`src/rtl/nest_intc_pkg.sv`:
```
package nest_intc_pkg;
  localparam int LVL_W   = 2;
  localparam int NUM_LVL = 1 << LVL_W;
  localparam int CEIL_W  = LVL_W + 1;
  typedef logic [LVL_W-1:0]   lvl_t;
  typedef logic [CEIL_W-1:0]  ceil_t;
  typedef logic [NUM_LVL-1:0] lvl_mask_t;
endpackage

```
`src/rtl/nest_intc_src.sv`:
```
// Per-source qualification and level assembly.
module nest_intc_src
  import nest_intc_pkg::*;
#(
  parameter int N_SRC = 10
) (
  input  logic [N_SRC-1:0]            req_in,
  input  logic [N_SRC-1:0]            src_en,
  input  logic                        glb_en,
  input  logic [N_SRC-1:0]            pri_lo,
  input  logic [N_SRC-1:0]            pri_hi,
  output logic [N_SRC-1:0]            elig,
  output logic [N_SRC-1:0][LVL_W-1:0] lvl
);
  for (genvar g = 0; g < N_SRC; g++) begin : g_src
    assign elig[g] = req_in[g] & src_en[g] & glb_en;
    assign lvl[g]  = {pri_hi[g], pri_lo[g]};
  end
endmodule

```
`src/rtl/nest_intc_arb.sv`:
```
// Picks the highest level at or above the ceiling; lowest index wins ties.
module nest_intc_arb
  import nest_intc_pkg::*;
#(
  parameter int N_SRC = 10,
  parameter int VEC_W = 4
) (
  input  logic [N_SRC-1:0]            elig,
  input  logic [N_SRC-1:0][LVL_W-1:0] lvl,
  input  ceil_t                       ceil,
  output logic                        hit,
  output logic [VEC_W-1:0]            idx,
  output lvl_t                        win_lvl
);
  always_comb begin
    hit     = 1'b0;
    idx     = '0;
    win_lvl = '0;
    // Scan downward; ">=" lets a lower index replace an equal-level holder.
    for (int i = N_SRC - 1; i >= 0; i--) begin
      if (elig[i] && ({1'b0, lvl[i]} >= ceil) && (!hit || lvl[i] >= win_lvl)) begin
        hit     = 1'b1;
        idx     = VEC_W'(i);
        win_lvl = lvl[i];
      end
    end
  end
endmodule

```
`src/rtl/nest_intc_svc.sv`:
```
// In-service level stack: set on acknowledge, retire top on return.
module nest_intc_svc
  import nest_intc_pkg::*;
(
  input  logic      clk,
  input  logic      rst,
  input  logic      push,
  input  lvl_t      push_lvl,
  input  logic      pop,
  output ceil_t     ceil,
  output lvl_mask_t active
);
  lvl_mask_t top_bit;
  lvl_mask_t push_bit;

  always_comb begin
    ceil    = '0;
    top_bit = '0;
    for (int l = 0; l < NUM_LVL; l++) begin
      if (active[l]) begin
        ceil    = CEIL_W'(l + 1);
        top_bit = lvl_mask_t'(1) << l;
      end
    end
    push_bit = lvl_mask_t'(1) << push_lvl;
  end

  always_ff @(posedge clk) begin
    if (rst) active <= '0;
    else     active <= (active & ~(pop ? top_bit : '0)) | (push ? push_bit : '0);
  end
endmodule

```
`src/rtl/nest_intc.sv`:
```
module nest_intc
  import nest_intc_pkg::*;
#(
  parameter int N_SRC = 10,
  localparam int VEC_W = (N_SRC > 1) ? $clog2(N_SRC) : 1
) (
  input  logic             clk,
  input  logic             rst,
  input  logic [N_SRC-1:0] req_in,
  input  logic [N_SRC-1:0] src_en,
  input  logic             glb_en,
  input  logic [N_SRC-1:0] pri_lo,
  input  logic [N_SRC-1:0] pri_hi,
  input  logic             insn_bnd,
  input  logic             irq_ack,
  input  logic             irq_ret,
  output logic             cpu_irq,
  output logic [VEC_W-1:0] cpu_vec
);
  logic [N_SRC-1:0]            elig;
  logic [N_SRC-1:0][LVL_W-1:0] lvl;
  ceil_t                       svc_ceil;
  lvl_mask_t                   svc_active;
  logic                        arb_hit;
  logic [VEC_W-1:0]            arb_idx;
  lvl_t                        arb_lvl;
  lvl_t                        pend_lvl;
  logic                        take;
  logic                        ack_ok;

  nest_intc_src #(.N_SRC(N_SRC)) u_src (
    .req_in(req_in), .src_en(src_en), .glb_en(glb_en),
    .pri_lo(pri_lo), .pri_hi(pri_hi), .elig(elig), .lvl(lvl)
  );

  nest_intc_arb #(.N_SRC(N_SRC), .VEC_W(VEC_W)) u_arb (
    .elig(elig), .lvl(lvl), .ceil(svc_ceil),
    .hit(arb_hit), .idx(arb_idx), .win_lvl(arb_lvl)
  );

  assign take   = insn_bnd & ~cpu_irq & arb_hit;
  assign ack_ok = irq_ack & cpu_irq;

  nest_intc_svc u_svc (
    .clk(clk), .rst(rst), .push(ack_ok), .push_lvl(pend_lvl),
    .pop(irq_ret), .ceil(svc_ceil), .active(svc_active)
  );

  always_ff @(posedge clk) begin
    if (rst) begin
      cpu_irq  <= 1'b0;
      cpu_vec  <= '0;
      pend_lvl <= '0;
    end else if (ack_ok) begin
      cpu_irq  <= 1'b0;
    end else if (take) begin
      cpu_irq  <= 1'b1;
      cpu_vec  <= arb_idx;
      pend_lvl <= arb_lvl;
    end
  end
endmodule

```
`config.mk`:
```
export PLATFORM = sky130hd
export DESIGN_NAME = nest_intc
export DESIGN_NICKNAME = d
export VERILOG_FILES = /design/src/rtl/nest_intc_pkg.sv /design/src/rtl/nest_intc_src.sv /design/src/rtl/nest_intc_arb.sv /design/src/rtl/nest_intc_svc.sv /design/src/rtl/nest_intc.sv
export SDC_FILE = /design/constraint.sdc
export NUM_CORES = 1
export LEC_CHECK = 0
export BUFFER_PORTS_ARGS = -buffer_cell sky130_fd_sc_hd__clkbuf_2
export CORE_ASPECT_RATIO = 1.2
export CORE_MARGIN = 8
export CORE_UTILIZATION = 45
export CTS_CLUSTER_DIAMETER = 40
export DETAILED_ROUTE_END_ITERATION = 12
export GPL_ROUTABILITY_DRIVEN = 0
export GPL_TIMING_DRIVEN = 0
export PLACE_DENSITY = 0.69
export SLEW_MARGIN = 25
export SYNTH_ARGS = -nofsm -noshare
export SYNTH_HDL_FRONTEND = slang
export SYNTH_SLANG_ARGS = --single-unit
```
`constraint.sdc`:
```
create_clock -name clk -period 17.8 [get_ports clk]
set_clock_uncertainty 0.1 [all_clocks]
set_input_delay 4.45 -clock clk [delete_from_list [all_inputs] [get_ports clk]]
set_output_delay 4.45 -clock clk [all_outputs]
set_load 0.01 [all_outputs]
```
Word level (Yosys, flattened, before mapping)
Cells that the tools add are included.
W data, S select, Z words.
- register bits after elaboration: 11
- bits of input ports: 46
- word-level logic and storage cells: 131
- magnitude comparators: 19
- shifts and indexed selects: 1
- mux-type cells: 40
- bitwise gates (word level): 28
- reduce and logical (&&, ||, !) cells: 39
- operators by type and width (kind ; number):
    $mux W4 ; 13
    $ge A2 B3 Y1 ; 10
    $mux W2 ; 13
    $and A1 B1 Y1 ; 23
    $logic_and A1 B1 Y1 ; 19
    $ge A2 B2 Y1 ; 9
    $mux W1 ; 12
    $logic_not A1 Y1 ; 9
    $logic_or A1 B1 Y1 ; 9
    $mux W3 ; 2
    $and A4 B4 Y4 ; 1
    $not A4 Y4 ; 1
    $or A4 B4 Y4 ; 1
    $shl A1 B2 Y4 const A ; 1
    $not A1 Y1 ; 2
    $reduce_and A2 Y1 ; 1
    $reduce_or A2 Y1 ; 1

Depth between registers and ports, before layout
Gate-level depths: netlist of the first run.
- depth in word-level cells: 45
- mapped depth: 62
- gate-level depth less buffers: 61

By module
Synthesis of the first run repeated with hierarchy kept, for this count alone.
- cell total of the unflattened synthesis: 277
- area, all modules: 2260.9 um^2
- by module, submodules not included (module ; times used ; cells each ; area an instance (um^2)):
    nest_intc_arb ; 1 ; 193 ; 1537.7
    nest_intc ; 1 ; 31 ; 325.3
    nest_intc_src ; 1 ; 30 ; 212.7
    nest_intc_svc ; 1 ; 23 ; 185.2

Least setup slack after synthesis of the first run
Ideal clock, no wire load.
- kind: input-to-reg
- start point: input pri_hi[9]
- end point: register cpu_vec[1]
- setup time: 0.071 ns
- arrival time: 14.927 ns
- required time: 17.629 ns
- slack: 2.703 ns
- stages: 58
- path buffers: 1
- path through: ha_1 o2111a_1 and2_1 ha_1 nand2b_1 a21oi_1 and3_1 or3_1 nand2_1 ha_1 nand2b_1 a21oi_1 a211oi_1 a31oi_1 ha_1 nand2b_1 a21oi_1 nor3_1 [22 not listed] a21oi_1 o31ai_1 and2_1 buf_2 o31ai_4 ha_1 nand2b_1 a21oi_1 nand2_1 nand2_1 mux2_2 ha_1 nand2b_1 a21o_1 a211o_1 nand2b_1 a21o_1 a21oi_1
- longest elaborated chain between the ends: 41
- ends and longest elaborated chain (item ; RTL line ; text):
    from (decl) ; nest_intc.sv:13 ; input logic [N_SRC-1:0] pri_hi,
    $ge A2 B3 Y1 ; nest_intc_arb.sv:21 ; if (elig[i] && ({1'b0, lvl[i]} >= ceil) && (!hit || lvl[i] >= win_lvl)) begin
    $logic_and A1 B1 Y1 ; nest_intc_arb.sv:21 ;
    $mux W2 or $mux W1 (tied branches) ; nest_intc_arb.sv:21 ;
    $ge A2 B2 Y1 or $logic_not A1 Y1 (tied branches) ; nest_intc_arb.sv:21 ;
    $logic_or A1 B1 Y1 ; nest_intc_arb.sv:21 ;
    $logic_and A1 B1 Y1 ; nest_intc_arb.sv:21 ;
    $mux W2 or $mux W1 (tied branches) ; nest_intc_arb.sv:21 ;
    $ge A2 B2 Y1 or $logic_not A1 Y1 (tied branches) ; nest_intc_arb.sv:21 ;
    [25 not listed] ; n/a ;
    $logic_and A1 B1 Y1 ; nest_intc_arb.sv:21 ;
    $mux W2 or $mux W1 (tied branches) ; nest_intc_arb.sv:21 ;
    $ge A2 B2 Y1 or $logic_not A1 Y1 (tied branches) ; nest_intc_arb.sv:21 ;
    $logic_or A1 B1 Y1 ; nest_intc_arb.sv:21 ;
    $logic_and A1 B1 Y1 ; nest_intc_arb.sv:21 ;
    $mux W1 ; nest_intc_arb.sv:21 ;
    $and A1 B1 Y1 ; nest_intc.sv:41 ; assign take = insn_bnd & ~cpu_irq & arb_hit;
    $reduce_and A2 Y1 (no source line) ; n/a ;
    to (signal assigned) ; nest_intc.sv:58 ; cpu_vec <= arb_idx;
    to (decl) ; nest_intc.sv:18 ; output logic [VEC_W-1:0] cpu_vec
Several ways; a longest one is shown, not always the timed one.
A chain may end at the register's enable or synchronous reset.

Worst setup path after layout of the first run
Ends and elaborated chain as after synthesis.

==> results of run 1 <==
final cells by class:
type | instances | area [um2] | area share
multi-input combinational | 193 | 1530 | 0.691
timing repair buffer | 50 | 250 | 0.113
sequential | 11 | 220 | 0.0994
inverter | 20 | 75.1 | 0.0339
tap | 54 | 67.6 | 0.0305
clock buffer | 3 | 41.3 | 0.0186
buffer | 4 | 25.0 | 0.0113
clock inverter | 1 | 5.00 | 0.00226
registers in the layout (all words and copies together) (netlist names):
name	count
u_svc.active	4
cpu_irq	1
pend_lvl	2
cpu_vec	4
cells by family (layout without fill, tap and decap cells):
family / count (synthesis) / in the layout / share of synthesized area
multiplexers: 2 / 2 / 0.0115
AO/OA/AOI/OAI: 89 / 89 / 0.401
buffers and inverters: 24 / 78 / 0.0542
flip-flops: 11 / 11 / 0.119
adder cells (fa/ha/maj): 27 / 27 / 0.183
AND/OR/NAND/NOR: 75 / 75 / 0.232
worst max-delay path by stage:
| stage | startpoint | to | slack, ns | cells past startpoint |
|---|---|---|---|---|
| global placement | pri_hi[9] | cpu_vec[1] | 1.74 | 60 |
| global route | pri_hi[9] | cpu_vec[3] | 1.08 | 60 |
| CTS | pri_hi[9] | cpu_vec[1] | 1.86 | 60 |
| detailed placement | pri_hi[9] | cpu_vec[1] | 1.69 | 60 |
| floorplan | pri_hi[9] | cpu_vec[1] | 2.70 | 58 |
| finish | pri_hi[9] | cpu_vec[1] | 1.91 | 60 |
placed cells by master, fill, tap and decap left out, drive strengths merged, types with 5 or more instances in the layout:
cell / synthesis / layout
dfxtp: 11 / 11
a21oi: 23 / 23
a21boi: 6 / 6
o31ai: 6 / 6
clkbuf: 1 / 54
nand2: 10 / 10
ha: 27 / 27
o21ai: 11 / 11
inv: 20 / 20
nor3: 8 / 8
nand2b: 14 / 14
o2111a: 5 / 5
a21o: 6 / 6
nand3: 6 / 6
nor2: 19 / 19
worst min-delay path, stage by stage, from the launching register on:
cell     delay [ns]
dfxtp_1        0.31
nand2_1        0.05
a21oi_1        0.05
stage by stage:
stage | hold slack, ns | instance area (um2) | util | setup slack (ns)
after floorplan | 0.381 | 1850 | - | 2.70
after global placement | 0.357 | 2170 | 0.550 | 1.74
after detailed placement | 0.365 | 2170 | 0.550 | 1.69
after CTS | 0.374 | 2210 | 0.561 | 1.86
after global routing | 0.413 | 2220 | 0.562 | 1.08
final | 0.364 | 2220 | 0.562 | 1.91
power groups by stage:
stage / sequential, uW / clock, uW / combinational [uW]
global route: 27.9 / 25.8 / 56.4
floorplan: 28.2 / 0 / 35.1
finish: 27.7 / 24.1 / 49.5
global placement: 28.2 / 0 / 48.5
detailed placement: 28.2 / 0 / 49.4
CTS: 27.7 / 24.9 / 49.8
metal layers:
layer | share of wire | vias to the layer above | track usage
met2 | 0.51 | 28 | 0.257
met1 | 0.44 | 829 | 0.157
met3 | 0.045 | 4 | 0.0139
met4 | 0.012 | 0 | 0.0339
met5 | 0 | - | 0
li1 | - | 977 | -
==> impl_metrics.py, run 1 <==
metrics = {
    "placement": {
        "detailed_place_hpwl_um": 3850,
        "placedCellCount": 332,
        "buffer_ports.inserted": 50,
    },
    "logic_synthesis": {
        "synth_sequential_area_ratio": 0.119,
        "yosysTopAreaCell": "ha_1",
        "synth_common_cells": "ha_1, a21oi_1, inv_1",
        "synthDistinctLibCells": 62,
        "postSynth.asyncResetShare": 0,
        "syn_area_per_cell_um2": 8.11,
        "yosysWarnings": 0,
        "post_synth_instance_area_um2": 1850,
        "synth_flop_cell": "dfxtp_1",
        "synth_top_area_share": 0.183,
        "ys_top_cells_by_area": "ha_1, dfxtp_1, a21oi_1",
        "syn_nets": 301,
        "synth-edff-count": 0,
        "synth.most_common_cell": "ha_1",
        "synth_cells": 228,
        "ys_seq_elements": 11,
    },
    "worst_setup_path": {
        "critPathMostFrequentCell": "ha_1",
        "setup.worst_path.start_class": "input pin",
        "crit-reg2reg-capture": "cpu_vec[1]",
        "path_max_fanout": 8,
        "kind_of_end_point_of_the_critical_path": "flop",
        "worst_r2r_path_depth": 60,
        "critical_path.top_delay_family": "compound AO/OA/AOI/OAI gates",
        "cpMaxStageDelayCell": "a311oi_2",
        "reg2reg_setup_slack_ns": 5.23,
        "cp.required_ns": 17.86,
        "critical_path_arrival_ns": 15.95,
        "timing.setup.critical_path_class": "in -> reg",
        "critical_path.reg2reg.startpoint": "u_svc.active[2]",
        "timing.critical_path.buf_inv": 2,
        "critPathMaxStageDelay_ns": 0.38,
    },
    "clock_network": {
        "clock_latency_at_the_later_pin_of_the_worst_skew_pair_ns": 0.23,
        "root_buffer": "clkbuf_8",
        "cts-resized-gates": 0,
        "postCtsSetupBuffers": 0,
        "holdBufCountCts": 0,
        "h_tree_levels": 1,
        "clkTransAtPathRegs_ns": 0.05,
        "tritoncts.num_buffers": 3,
        "cts_max_path_buffers": 2,
        "clock-sinks": 11,
        "cts_tree": "yes",
    },
    "power": {
        "p_total_uw": 101,
        "leakagePower_uw": 0.00101,
        "swShare": 0.361,
        "combinational_share_of_power": 0.488,
        "power_frac_clock": 0.238,
        "sequential_power_share": 0.274,
        "intPower_uw": 64.7,
        "p_per_area_nw_per_um2": 45.7,
        "vdd.ir_drop.worst_v": 0.0000587,
        "total_switching_power_uw": 36.6,
    },
    "floorplan": {
        "floorplan.die.width_um": 74.5,
        "floorplan.die_area_um2": 6420,
        "core_um2": 3940,
        "floorplan.initialDensity": 0.469,
        "floorplan.io_pins": 51,
        "chipHeight_um": 86.2,
        "fp-row-count": 25,
    },
    "sta": {
        "max-slew-margin-rel": 0.589,
        "worst_slew_pin_slew_ns": 0.616,
        "setup_viol_count_final": 0,
        "min_period_over_period": 0.893,
        "hold_viol_final": 0,
        "slew_violations": 0,
        "rsz0062_at_grt": "false",
        "setup_tns_ns": 0,
        "final_period_minus_worst_setup_slack_ns": 15.89,
        "timing.fmax_mhz": 62.9,
    },
    "cells_and_area": {
        "fillers": 412,
        "antenna-diode-count": 0,
        "layout.nets": 356,
        "areaGrowthSynthToFinish_pct": 19.9,
        "finalNonFillerCells": 336,
        "share_of_final_layout_standard_cells_stronger_than_drive_strength_1": 0.291,
    },
    "worst_hold_path": {
        "timing.hold.worst.class": "reg -> reg",
        "min_to": "cpu_vec[1]",
        "hold-path-cell-count": 2,
        "hold_path_startpoint": "cpu_vec[1]",
    },
    "route": {
        "mean_number_of_vias_per_cell": 5.47,
        "route.antenna.remaining_nets": 0,
        "drt_first_pass_iters": 4,
        "drcViolationCount": 0,
        "detail_route.iter0.violations": 83,
        "vias": 1838,
        "detail_route.wirelength_um": 4480,
        "routed_wire_length_per_instance_um": 13.3,
    },
    "global_route": {
        "grt_start_max_net_pins": 11,
        "grt_first_pass_wirelength_um": 7340,
        "grt_antenna_before_repair": 0,
        "grt_pass1_vias": 1747,
        "globalRouteOverflowTotal": 0,
        "track_usage": 0.138,
    },
    "flow_run": {
        "max_cap_violations": 0,
    },
    "run_status": {
        "status": "complete, no violations",
    },
}
Power figures use the tool's default switching activity.
==> run 2: changes to the inputs <==
- ABC_AREA: default -> 1
- PLACE_DENSITY: 0.69 -> 0.7
==> impl_metrics.py, run 2 <==
metrics = {
    "run_status": {
        "status": "complete, no violations",
    },
    "worst_setup_path": {
        "setup.worst_path.start_class": "input pin",
        "reg2reg_setup_slack_ns": 6.88,
        "cp.required_ns": 17.87,
        "critical_path_arrival_ns": 14.30,
        "cpMaxStageDelayCell": "or3_1",
        "path_max_fanout": 6,
        "kind_of_end_point_of_the_critical_path": "flop",
        "critPathMostFrequentCell": "nand2_1",
        "critical_path.reg2reg.startpoint": "u_svc.active[2]",
        "worst_r2r_path_depth": 78,
        "crit-reg2reg-capture": "cpu_vec[3]",
        "timing.setup.critical_path_class": "in -> reg",
        "critPathMaxStageDelay_ns": 0.38,
    },
    "clock_network": {
        "holdBufCountCts": 0,
        "cts-resized-gates": 0,
        "tritoncts.num_buffers": 3,
        "clock_latency_at_the_later_pin_of_the_worst_skew_pair_ns": 0.24,
        "h_tree_levels": 1,
        "cts_max_path_buffers": 2,
        "clkTransAtPathRegs_ns": 0.05,
        "root_buffer": "clkbuf_8",
        "cts_tree": "yes",
        "postCtsSetupBuffers": 0,
        "clock-sinks": 11,
    },
    "sta": {
        "worst_slew_pin_slew_ns": 0.540,
        "timing.fmax_mhz": 70.3,
        "final_period_minus_worst_setup_slack_ns": 14.23,
        "slew_violations": 0,
        "hold-worst-slack_ns": 0.369,
        "setup_viol_count_final": 0,
        "min_period_over_period": 0.799,
        "max-slew-margin-rel": 0.637,
        "hold_viol_final": 0,
        "rsz0062_at_grt": "false",
        "setup_tns_ns": 0,
    },
    "logic_synthesis": {
        "synth.most_common_cell": "nand2_1",
        "synth-edff-count": 0,
        "synth_sequential_area_ratio": 0.127,
        "ys_top_cells_by_area": "ha_1, nand2_1, dfxtp_1",
        "synthDistinctLibCells": 31,
        "synth_flop_cell": "dfxtp_1",
        "postSynth.asyncResetShare": 0,
        "post_synth_instance_area_um2": 1730,
        "syn_area_per_cell_um2": 6.07,
        "ys_seq_elements": 11,
        "synth_top_area_share": 0.195,
        "synth_common_cells": "nand2_1, inv_1, nand3_1",
        "yosysWarnings": 0,
        "yosysTopAreaCell": "ha_1",
        "synth_cells": 285,
        "syn_nets": 358,
    },
    "cells_and_area": {
        "mostFrequentLayoutCells": "nand2_1, inv_1, clkbuf_2",
        "multi_input_area_um2": 1290,
        "antenna-diode-count": 0,
        "layout.nets": 414,
        "final_common_cell": "nand2_1",
        "areaGrowthSynthToFinish_pct": 21.3,
        "largest_registers": "cpu_vec x4, u_svc.active x4, pend_lvl x2",
        "share_of_final_layout_standard_cells_stronger_than_drive_strength_1": 0.253,
        "register_area_um2": 220,
        "fillers": 416,
    },
    "floorplan": {
        "floorplan.io_pins": 51,
        "floorplan.die_area_um2": 6090,
        "chipHeight_um": 83.9,
        "core_um2": 3660,
        "fp-row-count": 24,
        "floorplan.initialDensity": 0.472,
        "floorplan.die.width_um": 72.6,
    },
    "route": {
        "routed_wire_length_per_instance_um": 10.7,
        "mean_number_of_vias_per_cell": 4.80,
        "detail_route.iter0.violations": 55,
        "detailroute.wirelength.met2_um": 1980,
        "detailroute.wirelength.met3_um": 160,
        "routedLengthMet1_um": 2000,
        "route.antenna.remaining_nets": 0,
        "detail_route.wirelength_um": 4180,
        "drcViolationCount": 0,
        "drt_first_pass_iters": 4,
        "vias": 1883,
        "highest_routed_layer": "met4",
    },
    "worst_hold_path": {
        "hold_path_startpoint": "cpu_vec[0]",
        "min_to": "cpu_vec[0]",
        "timing.hold.worst.class": "reg -> reg",
        "hold-path-cell-count": 2,
    },
    "power": {
        "vdd.ir_drop.worst_v": 0.0000184,
        "leakagePower_uw": 0.00121,
        "p_per_area_nw_per_um2": 45.6,
    },
    "global_route": {
        "grt_pass1_vias": 1775,
        "grt_first_pass_wirelength_um": 7340,
        "track_usage": 0.141,
        "globalRouteOverflowTotal": 0,
        "grt_start_max_net_pins": 11,
        "grt_antenna_before_repair": 0,
    },
    "flow_run": {
        "max_cap_violations": 0,
    },
    "placement": {
        "buffer_ports.inserted": 50,
        "detailed_place_hpwl_um": 3560,
    },
}
==> run 2: changes by cell type after synthesis, moves of 5 or more <==
cell and change:
a21o_1 -5, nand2_2 +12, o21ai_0 +8, inv_1 +33
a21boi_0 -5, nand2_1 +55, nand2b_1 -13, nand3_1 +26
nor2_1 -10, nor3_1 -5
==> run 2: layout make-up <==
cell class	instances	area share
Multi-Input combinational cell	215	0.613
Tap cell	52	0.0310
Inverter	58	0.105
Timing Repair Buffer	51	0.123
Buffer	1	0.00179
Sequential cell	11	0.105
Clock buffer	4	0.0215
==> run 2: worst max-delay path, delay by kind of cell <==
family / cells / cell delay [ns]
adders and majority gates: 10 / 2.66
and+or+nand+nor: 44 / 4.85
buffers and inverters: 11 / 0.73
AOI/OAI and AO/OA: 12 / 1.54
==> run 2: worst max path at each step <==
| stage | startpoint | depth (start not counted) | to |
|---|---|---|---|
| after floorplan | pri_hi[9] | 76 | cpu_vec[2] |
| after global placement | pri_hi[9] | 77 | cpu_vec[2] |
| after detailed placement | pri_hi[9] | 77 | cpu_vec[3] |
| after CTS | pri_hi[9] | 77 | cpu_vec[3] |
| after global routing | pri_hi[9] | 78 | cpu_vec[2] |
| final | pri_hi[9] | 77 | cpu_vec[3] |
==> run 2: per-layer routing <==
| metal | vias to the layer above | track usage |
|---|---|---|
| met3 | 4 | 0.0144 |
| met4 | 0 | 0.0383 |
| met5 | - | 0 |
| met2 | 37 | 0.254 |
| met1 | 809 | 0.167 |
| li1 | 1033 | - |
==> run 2: report_power, final <==
part / total, uW / leakage (uW) / switching (uW) / internal, uW
clock: 24.5 / 0.0000228 / 8.86 / 15.7
sequential: 27.1 / 0.0000893 / 1.07 / 26.1
combinational: 44.0 / 0.00110 / 25.2 / 18.8
==> run 2: logic make-up (layout without fill, tap and decap cells) <==
kind of cell	after synthesis	in the layout	share of synthesized area
buffers and inverters	59	114	0.129
AND/OR/NAND/NOR	142	142	0.402
AO/OA/AOI/OAI	46	46	0.146
adder cells (fa/ha/maj)	27	27	0.195
flip-flops	11	11	0.127
==> run 2: metrics by stage <==
stage	total power, uW	setup slack, ns	instances	util	cell area, um2
final	95.7	3.57	392	0.573	2100
after global routing	106	2.40	392	0.573	2100
after CTS	96.4	3.54	392	0.573	2100
after detailed placement	72.0	3.33	388	0.560	2050
after global placement	70.7	3.48	387	0.558	2050
after floorplan	58.5	4.50	285	-	1730
==> run 3: changes to the inputs <==
- ABC_AREA: 1 -> 0
- PLACE_DENSITY: 0.7 -> 0.69
- clock period: 17.8 -> 13.21 ns (I/O delays scaled with it)
==> impl_metrics.py, run 3 (synthesis gave the netlist of run 1 again) <==
metrics = {
    "run_status": {
        "status": "finished, violations left",
        "violated_checks": "setup timing",
    },
    "route": {
        "routed_wire_length_per_instance_um": 15.2,
        "detail_route.iter0.violations": 80,
        "drt_first_pass_iters": 4,
        "mean_number_of_vias_per_cell": 5.48,
        "drcViolationCount": 0,
        "detail_route.wirelength_um": 5640,
        "route.antenna.remaining_nets": 0,
        "vias": 2040,
    },
    "power": {
        "vdd.ir_drop.worst_v": 0.0000400,
        "p_per_area_nw_per_um2": 61.6,
        "leakagePower_uw": 0.00126,
    },
    "floorplan": {
        "fp-row-count": 25,
        "floorplan.die_area_um2": 6420,
        "floorplan.io_pins": 51,
        "core_um2": 3940,
        "floorplan.die.width_um": 74.5,
        "chipHeight_um": 86.2,
        "floorplan.initialDensity": 0.469,
    },
    "cells_and_area": {
        "antenna-diode-count": 0,
        "mostFrequentLayoutCells": "clkbuf_2, buf_4, ha_1",
        "fin_area_um2": 2850,
        "layout.nets": 392,
        "finalNonFillerCells": 372,
        "share_of_final_layout_standard_cells_stronger_than_drive_strength_1": 0.519,
        "areaGrowthSynthToFinish_pct": 54.2,
        "final_common_cell": "clkbuf_2",
        "largest_registers": "cpu_vec x4, u_svc.active x4, pend_lvl x2",
    },
    "worst_setup_path": {
        "critical_path.top_delay_family": "compound AO/OA/AOI/OAI gates",
        "timing.setup.critical_path_class": "in -> reg",
        "critPathMostFrequentCell": "nand2b_4",
        "worst_r2r_path_depth": 61,
        "setup.worst_path.start_class": "input pin",
        "path_max_fanout": 4,
        "timing.critical_path.buf_inv": 6,
        "reg2reg_setup_slack_ns": 1.79,
        "critPathMaxStageDelay_ns": 0.38,
        "critPathCapture": "cpu_vec[1]",
        "critical_path_arrival_ns": 13.59,
        "timing.critical_path.depth": 61,
        "crit-reg2reg-capture": "cpu_vec[1]",
        "kind_of_end_point_of_the_critical_path": "flop",
        "critical_path.reg2reg.startpoint": "u_svc.active[2]",
        "cp.required_ns": 13.28,
        "cpMaxStageDelayCell": "or3_4",
        "worst_setup_path_startpoint": "pri_hi[9]",
    },
    "clock_network": {
        "root_buffer": "clkbuf_8",
        "clock_latency_at_the_later_pin_of_the_worst_skew_pair_ns": 0.23,
        "cts_tree": "yes",
        "h_tree_levels": 1,
        "holdBufCountCts": 0,
        "tritoncts.num_buffers": 3,
        "cts_max_path_buffers": 2,
        "clkTransAtPathRegs_ns": 0.05,
        "clock-sinks": 11,
    },
    "sta": {
        "rsz0062_at_grt": "true",
        "worst_slew_pin_slew_ns": 0.692,
        "setup_tns_ns": -1.63,
        "setup_viol_count_final": 6,
        "final.setup.worst_slack_ns": -0.313,
        "max-slew-margin-rel": 0.538,
        "timing.fmax_mhz": 73.9,
        "final_period_minus_worst_setup_slack_ns": 13.52,
        "hold_viol_final": 0,
        "slew_violations": 0,
        "min_period_over_period": 1.02,
    },
    "global_route": {
        "globalRouteOverflowTotal": 0,
        "grt_start_max_net_pins": 11,
        "grt_antenna_before_repair": 0,
        "grt_first_pass_wirelength_um": 8550,
        "track_usage": 0.163,
        "grt_pass1_vias": 2034,
    },
    "worst_hold_path": {
        "timing.hold.worst.class": "reg -> reg",
    },
    "placement": {
        "placedCellCount": 332,
        "buffer_ports.inserted": 50,
        "pre_cts_ws_ns": -1.34,
        "detailed_place.area_um2": 2270,
        "detailed_place_hpwl_um": 4010,
    },
    "flow_run": {
        "max_cap_violations": 0,
    },
}
-- run 3: area by class of cell --
cell class	count	area (um2)
plain buffers	4	31.3
repair buffers	86	538
well taps	54	67.6
fillers	336	1090
inverters	20	75.1
multi-input cells	193	1870
clock buffers	4	45.0
flip-flops and latches	11	220
-- run 3: metrics by stage --
step / total power (uW) / utilization / hold slack, ns
2_1_floorplan: 90.8 / - / 0.381
3_3_place_gp: 109 / 0.574 / 0.346
3_5_place_dp: 111 / 0.575 / 0.355
4_1_cts: 161 / 0.670 / 0.359
5_1_grt: 187 / 0.723 / 0.395
6_report: 175 / 0.723 / 0.354
-- run 3: repair_timing --
action | 4_1_cts | 5_1_grt
resized for setup | 26 | 21
pin swaps | 37 | 43
setup endpoints to repair | 6 | 6
hold endpoints to repair | 0 | 0
setup buffers | 24 | 12
-- run 3: how the worst min path moves through the flow --
stage | start | endpoint | slack (ns) | depth (start not counted)
floorplan | cpu_vec[1] | cpu_vec[1] | 0.38 | 2
global placement | cpu_vec[1] | cpu_vec[1] | 0.35 | 2
detailed placement | cpu_vec[1] | cpu_vec[1] | 0.36 | 2
CTS | cpu_vec[1] | cpu_vec[1] | 0.36 | 2
global route | cpu_vec[1] | cpu_vec[1] | 0.40 | 2
finish | cpu_vec[1] | cpu_vec[1] | 0.35 | 2
-- run 3: metal layers --
layer / vias to the layer above / part of all wire / track usage
met5: - / 0 / 0
met4: 0 / 0.0078 / 0.0411
met2: 44 / 0.52 / 0.308
met3: 5 / 0.044 / 0.0185
met1: 940 / 0.43 / 0.182
li1: 1051 / - / -
-- run 3: tightest hold or removal path, stage by stage (launching register included) --
cell,delay [ns]
dfxtp_1,0.30
nand2_1,0.05
a21oi_1,0.05
-- run 3: where the power goes --
| group | total [uW] | internal, uW | switching (uW) |
|---|---|---|---|
| sequential | 37.3 | 35.3 | 2.03 |
| combinational | 105 | 55.9 | 48.7 |
| clock | 33.6 | 21.2 | 12.4 |
